==> src/rtl/crank_pkg.sv <==
package crank_pkg;

  // Strobes sent from the tick control to the pattern datapath
  typedef struct packed {
    logic clear;    // hold position at 0 and output at zero
    logic advance;  // step to the next pattern position this clock
  } crank_ctrl_t;

endpackage

==> src/rtl/crank_tick_ctrl.sv <==
module crank_tick_ctrl
  import crank_pkg::*;
#(
  parameter int PERIOD_W = 16
) (
  input  logic                clk,
  input  logic                rst,
  input  logic                enable,
  input  logic [PERIOD_W-1:0] periodIn,
  output crank_ctrl_t         ctrl
);

  logic [PERIOD_W-1:0] timerQ;
  logic [PERIOD_W-1:0] periodHeld;
  logic [PERIOD_W-1:0] lastTick;
  logic                idle;
  logic                reload;
  logic                expire;

  always_comb begin
    idle         = rst || !enable;
    reload       = !idle && (periodIn != periodHeld);
    lastTick     = (periodHeld <= PERIOD_W'(1)) ? '0 : periodHeld - 1'b1;
    expire       = (timerQ >= lastTick);
    ctrl.clear   = idle;
    ctrl.advance = !idle && !reload && expire;
  end

  always_ff @(posedge clk) begin
    if (idle || reload) begin
      timerQ     <= '0;
      periodHeld <= periodIn;
    end else if (expire) begin
      timerQ <= '0;
    end else begin
      timerQ <= timerQ + 1'b1;
    end
  end


  timer_bound_chk: assert property (@(posedge clk) disable iff (rst)
    (enable && !reload) |-> (timerQ <= lastTick));


  reload_restart_chk: assert property (@(posedge clk) disable iff (rst)
    (enable && periodIn != periodHeld) |=> (timerQ == '0));

endmodule

==> src/rtl/crank_pattern_path.sv <==
module crank_pattern_path
  import crank_pkg::*;
#(
  parameter int SAMPLE_W   = 16,
  parameter int CYCLE_LEN  = 50,
  parameter int NUM_CYCLES = 180,
  parameter int GAP_A      = 89,
  parameter int GAP_B      = 179
) (
  input  logic                       clk,
  input  logic                       rst,
  input  crank_ctrl_t                ctrl,
  output logic signed [SAMPLE_W-1:0] sampleOut,
  output logic                       sampleValid,
  output logic                       patternStart
);

  localparam int  PH_W = $clog2(CYCLE_LEN);
  localparam int  CY_W = $clog2(NUM_CYCLES);
  localparam int  HALF = CYCLE_LEN / 2;
  localparam real AMPL = (2.0 ** (SAMPLE_W - 1)) - 1.0;
  localparam real TWO_PI = 6.283185307179586;
  // 0-based cycle whose negative half starts each gap
  localparam int  GAP_CYC [2] = '{GAP_A - 1, GAP_B - 1};

  logic signed [SAMPLE_W-1:0] sineTbl [CYCLE_LEN];

  for (genvar k = 0; k < CYCLE_LEN; k++) begin : g_sine
    localparam real ANG = TWO_PI * k / CYCLE_LEN;
    assign sineTbl[k] = SAMPLE_W'(int'(AMPL * $sin(ANG)));
  end

  logic [PH_W-1:0] phaseQ, nextPhase;
  logic [CY_W-1:0] cycleQ, nextCycle;
  logic            endPhase, endCycle, wrapNow, blank;
  logic [1:0]      gapHit;

  always_comb begin
    endPhase  = (phaseQ == PH_W'(CYCLE_LEN - 1));
    endCycle  = (cycleQ == CY_W'(NUM_CYCLES - 1));
    nextPhase = endPhase ? '0 : phaseQ + 1'b1;
    nextCycle = endPhase ? (endCycle ? '0 : cycleQ + 1'b1) : cycleQ;
    wrapNow   = endPhase && endCycle;
  end

  for (genvar g = 0; g < 2; g++) begin : g_gap
    assign gapHit[g] = ((nextCycle == CY_W'(GAP_CYC[g])) && (nextPhase >= PH_W'(HALF)))
                    || (nextCycle == CY_W'(GAP_CYC[g] + 1));
  end

  assign blank = |gapHit;

  always_ff @(posedge clk) begin
    if (ctrl.clear) begin
      phaseQ       <= '0;
      cycleQ       <= '0;
      sampleOut    <= '0;
      sampleValid  <= 1'b0;
      patternStart <= 1'b0;
    end else begin
      sampleValid  <= ctrl.advance;
      patternStart <= ctrl.advance && wrapNow;
      if (ctrl.advance) begin
        phaseQ    <= nextPhase;
        cycleQ    <= nextCycle;
        sampleOut <= blank ? '0 : sineTbl[nextPhase];
      end
    end
  end


  hold_between_chk: assert property (@(posedge clk) disable iff (rst)
    (!ctrl.advance && !ctrl.clear) |=> $stable(sampleOut));


  gap_blank_chk: assert property (@(posedge clk) disable iff (rst)
    (cycleQ == CY_W'(GAP_A)) |-> (sampleOut == '0));


  start_pos_chk: assert property (@(posedge clk) disable iff (rst)
    patternStart |-> (phaseQ == '0 && cycleQ == '0 && sampleValid));

endmodule

==> src/rtl/crank_sine_gen.sv <==
module crank_sine_gen
  import crank_pkg::*;
#(
  parameter int SAMPLE_W   = 16,
  parameter int PERIOD_W   = 16,
  parameter int CYCLE_LEN  = 50,
  parameter int NUM_CYCLES = 180,
  parameter int GAP_A      = 89,
  parameter int GAP_B      = 179
) (
  input  logic                       clk,
  input  logic                       rst,
  input  logic                       enable,
  input  logic [PERIOD_W-1:0]        periodIn,
  output logic signed [SAMPLE_W-1:0] sampleOut,
  output logic                       sampleValid,
  output logic                       patternStart
);

  crank_ctrl_t ctrl;

  crank_tick_ctrl #(.PERIOD_W(PERIOD_W)) u_ctrl (
    .clk      (clk),
    .rst      (rst),
    .enable   (enable),
    .periodIn (periodIn),
    .ctrl     (ctrl)
  );

  crank_pattern_path #(
    .SAMPLE_W   (SAMPLE_W),
    .CYCLE_LEN  (CYCLE_LEN),
    .NUM_CYCLES (NUM_CYCLES),
    .GAP_A      (GAP_A),
    .GAP_B      (GAP_B)
  ) u_path (
    .clk          (clk),
    .rst          (rst),
    .ctrl         (ctrl),
    .sampleOut    (sampleOut),
    .sampleValid  (sampleValid),
    .patternStart (patternStart)
  );


  idle_clear_chk: assert property (@(posedge clk) disable iff (rst)
    !enable |=> (sampleOut == '0 && !sampleValid && !patternStart));


  fast_rate_chk: assert property (@(posedge clk) disable iff (rst)
    (enable && periodIn <= PERIOD_W'(1) && periodIn == $past(periodIn)) |=> sampleValid);


  reload_no_step_chk: assert property (@(posedge clk) disable iff (rst)
    (enable && periodIn != $past(periodIn)) |=> !sampleValid);


  start_needs_valid_chk: assert property (@(posedge clk) disable iff (rst)
    patternStart |-> sampleValid);

endmodule

==> config.mk <==
export PLATFORM = sky130hd
export DESIGN_NAME = crank_sine_gen
export DESIGN_NICKNAME = d
export VERILOG_FILES = /design/src/rtl/crank_pkg.sv /design/src/rtl/crank_tick_ctrl.sv /design/src/rtl/crank_pattern_path.sv /design/src/rtl/crank_sine_gen.sv
export SDC_FILE = /design/constraint.sdc
export NUM_CORES = 1
export LEC_CHECK = 0
export ABC_CLOCK_PERIOD_IN_PS = 8100
export BUFFER_PORTS_ARGS = -buffer_cell sky130_fd_sc_hd__buf_2
export CAP_MARGIN = 20
export CORE_ASPECT_RATIO = 0.5
export CORE_MARGIN = 4
export CORE_UTILIZATION = 50
export CTS_BUF_LIST = sky130_fd_sc_hd__clkbuf_2
export CTS_CLUSTER_SIZE = 10
export DETAILED_ROUTE_END_ITERATION = 10
export PLACE_DENSITY_LB_ADDON = 0.1
export SLEW_MARGIN = 40
export SYNTH_ARGS = -nofsm -noshare
export SYNTH_HDL_FRONTEND = slang
export SYNTH_SLANG_ARGS = --single-unit
==> constraint.sdc <==
create_clock -name clk -period 8.1 [get_ports clk]
set_input_delay 0.405 -clock clk [delete_from_list [all_inputs] [get_ports clk]]
set_output_delay 0.405 -clock clk [all_outputs]
set_load 0.005 [all_outputs]
After elaboration in Yosys (flattened, before gate mapping)
Memories as Yosys holds them, arrays and structs flattened.
Index checks and enable logic that the tools add are counted.
W data, S select, Z words.
{"block": "op_classes", "n_addsub": 4, "order_cmp": 4, "n_eq_ne": 7, "n_mux": 7, "n_bitwise": 1, "n_reduce_logical": 16}
{"operator": "$mux W16", "n": 4}
{"operator": "$eq A8 B8 Y1 const B", "n": 3}
{"operator": "$add A16 B1 Y16 const B", "n": 1}
{"operator": "$eq A8 B7 Y1 const B", "n": 2}
{"operator": "$ge A16 B16 Y1", "n": 1}
{"operator": "$le A16 B1 Y1 const B", "n": 1}
{"operator": "$mux W8", "n": 2}
{"operator": "$ne A16 B16 Y1", "n": 1}
{"operator": "$sub A16 B1 Y16 const B", "n": 1}
{"operator": "$add A8 B1 Y8 const B", "n": 1}
{"operator": "$ge A7 B7 Y1 const B", "n": 1}
{"operator": "$logic_and A1 B1 Y1", "n": 7}
{"operator": "$not A6 Y7", "n": 1}
{"operator": "$add A6 B1 Y6 const B", "n": 1}
{"operator": "$eq A6 B6 Y1 const B", "n": 1}
{"operator": "$ge A6 B5 Y1 const B", "n": 1}
{"operator": "$mux W6", "n": 1}
{"operator": "$logic_or A1 B1 Y1", "n": 4}
{"operator": "$reduce_or A2 Y1", "n": 2}
{"operator": "$logic_not A1 Y1", "n": 3}
{"block": "totals", "ff_bits": 64, "romBits": 1024, "input_bits": 19, "output_inout_bits": 18, "elab_cells": 47, "n_memories": 1}
{"memory": "(no name shown)", "depth": 64, "width": 16, "read_ports": 1, "rd_clocked_by_memory_dff": 0, "wr": 0, "line_no": "crank_pattern_path.sv:66", "text": "sampleOut <= blank ? '0 : sineTbl[nextPhase];"}

Depth between registers and ports, before layout
{"block": "logic_depth", "depth_word": 8, "ltp_mapped": 17}

By module
A second synthesis with hierarchy kept.
{"block": "unflattened", "cells_unflattened": 602, "area_unflattened_um2": 4922.2}
{"module": "crank_pattern_path", "n_inst": 1, "cells_each": 384, "area_each_um2": 2850.2, "seq_area_each_um2": 640.6}
{"module": "crank_tick_ctrl", "n_inst": 1, "cells_each": 218, "area_each_um2": 2072.0, "seq_area_each_um2": 800.8}

Worst setup path after synthesis
Ideal clock, no wire load.
{"block": "synth_path", "path_type": "reg2reg", "startpoint": "register u_ctrl.periodHeld[2]", "endpoint": "register u_path.cycleQ[2]", "setup_time_ns": 0.071, "arrival_ns": 3.884, "required_ns": 8.029, "setup_slack_ns": 4.145, "path_stages_with_launch": 14, "n_path_buf": 0, "period_less_slack_ns": 3.955, "cell_sequence": "edfxtp_1 > nor4_1 > nand3_1 > nor4_1 > xor2_1 > nand2_1 > ha_1 > nand4_1 > or3b_1 > a221oi_1 > nor2_1 > nor2_2 > or4b_2 > a21oi_1"}
{"block": "synth_between", "elab_chain_cells": 5, "elab_cells_between_ends": 9, "cone_classes": "1 x add/sub; 2 x order compare; 1 x eq/ne; 1 x mux; 4 x reduce/logical"}
{"item": "start, declared", "line_no": "crank_tick_ctrl.sv:14", "text": "logic [PERIOD_W-1:0] periodHeld;"}
{"item": "start signal, assigned", "line_no": "crank_tick_ctrl.sv:32", "text": "periodHeld <= periodIn;"}
{"item": "parallel branches: the longest is 4 deep, another holds $sub A16 B1 Y16"}
{"item": "$logic_and A1 B1 Y1 (*)", "line_no": "crank_tick_ctrl.sv:26", "text": "ctrl.advance = !idle && !reload && expire;"}
{"item": "end signal, assigned", "line_no": "crank_pattern_path.sv:65", "text": "cycleQ <= nextCycle;"}
{"item": "end, declared", "line_no": "crank_pattern_path.sv:34", "text": "logic [CY_W-1:0] cycleQ, nextCycle;"}
Every way passes the cells marked *.
A chain may end at the register's enable or synchronous reset.

Final worst setup path
{"block": "layout_path", "startpoint": "register u_ctrl.periodHeld[6]", "endpoint": "register u_path.cycleQ[2]"}
Same word-level chain as after synthesis.

==> impl_metrics.sql <==
INSERT INTO impl_metrics (metric_group, metric, value, unit) VALUES
('floorplanning', 'floorplan.die.width', '149', 'um'),
('yosys', 'synth_enable_flop_cells', '16', ''),
('drt', 'wire_per_inst', '16.7', 'um'),
('sta', 'hold_viol', '0', ''),
('floorplanning', 'count_of_boundary_i_o_pins', '37', ''),
('clock_tree', 'clk_root_buffer_cell', 'sky130_fd_sc_hd__clkbuf_2', ''),
('sta', 'final-setup-viol-count', '0', ''),
('clock_tree', 'clock_sinks', '64', ''),
('drt', 'wirelength', '13.3', 'mm'),
('power_and_ir_drop', 'worst_ir_drop_vdd', '0.0000733', 'V'),
('clock_tree', 'clock_latency', '0.53', 'ns'),
('sta', 'hold-worst-slack', '0.0709', 'ns'),
('critical_path', 'start_kind', 'flop', ''),
('critical_path', 'crit_fanout', '16', ''),
('min_path', 'timing.hold.worst.class', 'input port to flop', ''),
('sta', 'timing.final.max_slew_violations', '0', ''),
('grt', 'first_global_vias', '4409', ''),
('critical_path', 'critPathArrivalTime', '5.02', 'ns'),
('status', 'status', 'completed', ''),
('floorplanning', 'initial_core_util', '51.9', '%'),
('clock_tree', 'cts_tree', 'done', ''),
('sta', 'achievable-frequency', '219', 'MHz'),
('sta', 'final.min_clock_period', '4.56', 'ns'),
('yosys', 'synth-async-reset-ratio', '0', '%'),
('placed_design', 'gp_routability_congestion', '0.901', ''),
('clock_tree', 'path_clk_slew', '0.20', 'ns'),
('grt', 'pin_count_of_the_biggest_net_entering_global_routing', '28', ''),
('drt', 'vias', '4809', ''),
('placed_design', 'dp_wirelength', '9.16', 'mm'),
('floorplanning', 'core_area', '9540', 'um^2'),
('sta', 'setup_total_negative_slack', '0', 'ns'),
('yosys', 'yosysSeqAreaShare', '29.1', '%'),
('drt', 'drt_first_iter_violations', '443', ''),
('sta', 'grt_setup_unrepaired', 'no', ''),
('clock_tree', 'cts_setup_buffers', '0', ''),
('yosys', 'synth_top_cell_area_share', '19.4', '%'),
('drt', 'postRouteAntennaNets', '0', ''),
('yosys', 'synth_largest_area_cell', 'sky130_fd_sc_hd__dfxtp_1', ''),
('drt', 'via_per_inst', '6.05', ''),
('sta', 'layout_worst_path_cycle_share', '56.3', '%'),
('grt', 'antenna_found_initial', '0', ''),
('finish', 'area_growth_syn_to_layout', '9.75', '%'),
('floorplanning', 'die_y_extent', '78.4', 'um'),
('yosys', 'synth_top_cells_by_area', 'sky130_fd_sc_hd__dfxtp_1 (19%), sky130_fd_sc_hd__edfxtp_1 (9.7%), sky130_fd_sc_hd__ha_1 (7.6%), sky130_fd_sc_hd__a21oi_1 (5.2%), sky130_fd_sc_hd__xnor2_1 (5.1%)', ''),
('yosys', 'post_synth_instance_area', '4950', 'um^2'),
('yosys', 'synth.avg_cell_area', '7.85', 'um^2'),
('finish', 'insertedDiodeCount', '0', ''),
('grt', 'wire_length_of_the_first_global_routing_pass', '21.7', 'mm'),
('critical_path', 'path_class', 'flop to flop', ''),
('yosys', 'number_of_instances_in_the_synthesized_netlist', '631', ''),
('critical_path', 'required', '8.56', 'ns'),
('floorplanning', 'num_rows', '25', ''),
('floorplanning', 'design.die.area', '11700', 'um^2'),
('sta', 'skew', '0.0242', 'ns'),
('yosys', 'syn-num-nets', '680', ''),
('finish', 'layout-drive-gt1-share', '11.8', '%'),
('grt', 'overall_global_routing_usage', '22.6', '%'),
('yosys', 'ys_ff_latch', '64', ''),
('power_and_ir_drop', 'leakagePower', '0.00203', 'uW'),
('placed_design', 'place.port_buffers', '36', ''),
('clock_tree', 'clock_buffers_created_by_tritoncts', '9', ''),
('drt', 'detail_route.first_pass.iterations', '5', ''),
('clock_tree', 'number_of_buffers_between_clock_root_and_the_deepest_sink', '2', ''),
('sta', 'pin_slew_with_the_least_headroom_to_its_limit', '0.811', 'ns'),
('sta', 'max-slew-margin-rel', '45.9', '%'),
('yosys', 'unique_masters_post_synth', '73', ''),
('yosys', 'yosys_warnings', '0', ''),
('power_and_ir_drop', 'power_density', '106', 'nW/um^2'),
('grt', 'globalRoute.totalOverflow', '0', ''),
('drt', 'route.detailed.drc', '0', ''),
('clock_tree', 'cts-htree-levels', '3', ''),
('finish', 'nets', '704', ''),
('critical_path', 'endpoint_type_of_the_worst_setup_path', 'flop', ''),
('flow_run', 'timing.max_cap.violations', '0', ''),
('yosys', 'postSynth.topFlopCell', 'sky130_fd_sc_hd__dfxtp_1', '');
[routing by layer]
metal / GRT usage (%) / up-vias / wire length, um
met5: 0 / - / 0
met3: 5.48 / 22 / 782
met1: 30.5 / 2242 / 6180
met4: 6.03 / 0 / 213
met2: 36.5 / 173 / 6080
li1: - / 2372 / -
[synthesized netlist by cell type, types with 11 or more instances]
library cell and instances:
sky130_fd_sc_hd__a211oi_1 11, sky130_fd_sc_hd__a21oi_1 51, sky130_fd_sc_hd__clkbuf_1 34, sky130_fd_sc_hd__dfxtp_1 48
sky130_fd_sc_hd__edfxtp_1 16, sky130_fd_sc_hd__ha_1 30, sky130_fd_sc_hd__inv_1 15, sky130_fd_sc_hd__nand2_1 64
sky130_fd_sc_hd__nand3_1 21, sky130_fd_sc_hd__nand4_1 17, sky130_fd_sc_hd__nor2_1 64, sky130_fd_sc_hd__nor3_1 20
sky130_fd_sc_hd__o211ai_1 11, sky130_fd_sc_hd__o21ai_0 33, sky130_fd_sc_hd__o2bb2ai_1 14, sky130_fd_sc_hd__xnor2_1 29
sky130_fd_sc_hd__xor2_1 22
[worst max-delay path, cell delays in order (launching register included)]
cell and delay, ns:
sky130_fd_sc_hd__edfxtp_1 0.55, sky130_fd_sc_hd__nor4_1 0.63, sky130_fd_sc_hd__nand4_1 0.59, sky130_fd_sc_hd__a21bo_2 0.38, sky130_fd_sc_hd__ha_1 0.13, sky130_fd_sc_hd__and4_1 0.20, sky130_fd_sc_hd__or3b_1 0.34, sky130_fd_sc_hd__a221oi_1 0.35
sky130_fd_sc_hd__nor2_1 0.15, sky130_fd_sc_hd__nor2_2 0.38, sky130_fd_sc_hd__or4b_2 0.62, sky130_fd_sc_hd__a21oi_1 0.15
[kinds of logic (layout without fill, tap and decap cells)]
| group | after synthesis | count (layout) | synth area share, % |
|---|---|---|---|
| buf+inv | 61 | 90 | 5.03 |
| flops | 64 | 64 | 29.1 |
| xor+xnor | 51 | 51 | 9.02 |
| fa+ha+maj | 30 | 30 | 7.58 |
| simple gates | 245 | 245 | 25.0 |
| mux | 2 | 2 | 0.430 |
| compound gates | 178 | 178 | 23.8 |
[stage by stage]
step                setup WS [ns]  area (um^2)  total power [uW]  util [%]  cells
floorplan                    4.14         4950               368         -    631
global placement             3.36         5180               381      54.3    765
detailed placement           3.37         5200               381      54.5    767
CTS                          3.32         5310               577      55.6    783
global route                 3.08         5440               602      57.0    795
finish                       3.54         5440               574      57.0    795
[cells in the final DEF (no fill, tap or decap), drive strengths merged, types with 4 or more instances in the layout]
cell and n:
inv 16, edfxtp 16, dfxtp 48, o22ai 5, a31oi 4, nand3 21, nand4b 4, nor4 10
nand2b 9, nand2 65, clkbuf 10, or2 4, nand3b 5, o21a 4, nor2 65, ha 30
dlygate4sd3 12, and2 5, xor2 22, buf 44, a211oi 11, nor3 20, clkinv 6, or4 4
a21oi 51, o211ai 11, nand4 17, xnor2 29, o2bb2ai 14, o21ai 35, o32ai 4
[where the power goes]
group          leakage, uW  internal [uW]  switching, uW
registers         0.000556            332           6.53
logic              0.00140           20.9           20.5
clock network    0.0000720           71.2            123
[repair_timing]
item,in CTS,in global routing
endpoints found under the hold margin,0,12
resized for setup,0,0
hold buffers,0,12
[area by class of cell]
cell class / count / area, um^2
fill: 915 / 4110
multi-input combinational: 506 / 3290
sequential: 64 / 1440
timing repair buffer: 56 / 362
tap: 135 / 169
inverter: 18 / 67.6
clock inverter: 6 / 60.1
clock buffer: 10 / 50.0
[worst paths after layout]
check	start	to	slack (ns)	cells past startpoint
worst max-delay path	u_ctrl.periodHeld[6]	u_path.cycleQ[2]	3.54	11
worst max register to register	u_ctrl.periodHeld[6]	u_path.cycleQ[2]	3.54	11
worst min register to register	u_path.sampleOut[15]	u_path.sampleOut[15]	0.46	2
worst min-delay path	periodIn[3]	u_ctrl.periodHeld[3]	0.07	1
[state kept, by name, summed over array words and instances, names as in the netlist]
name and cells:
u_path.phaseQ 6, u_path.cycleQ 8, u_path.patternStart 1, u_path.sampleValid 1
u_ctrl.periodHeld 16, u_path.sampleOut 16, u_ctrl.timerQ 16
Power figures use the tool's default switching activity.
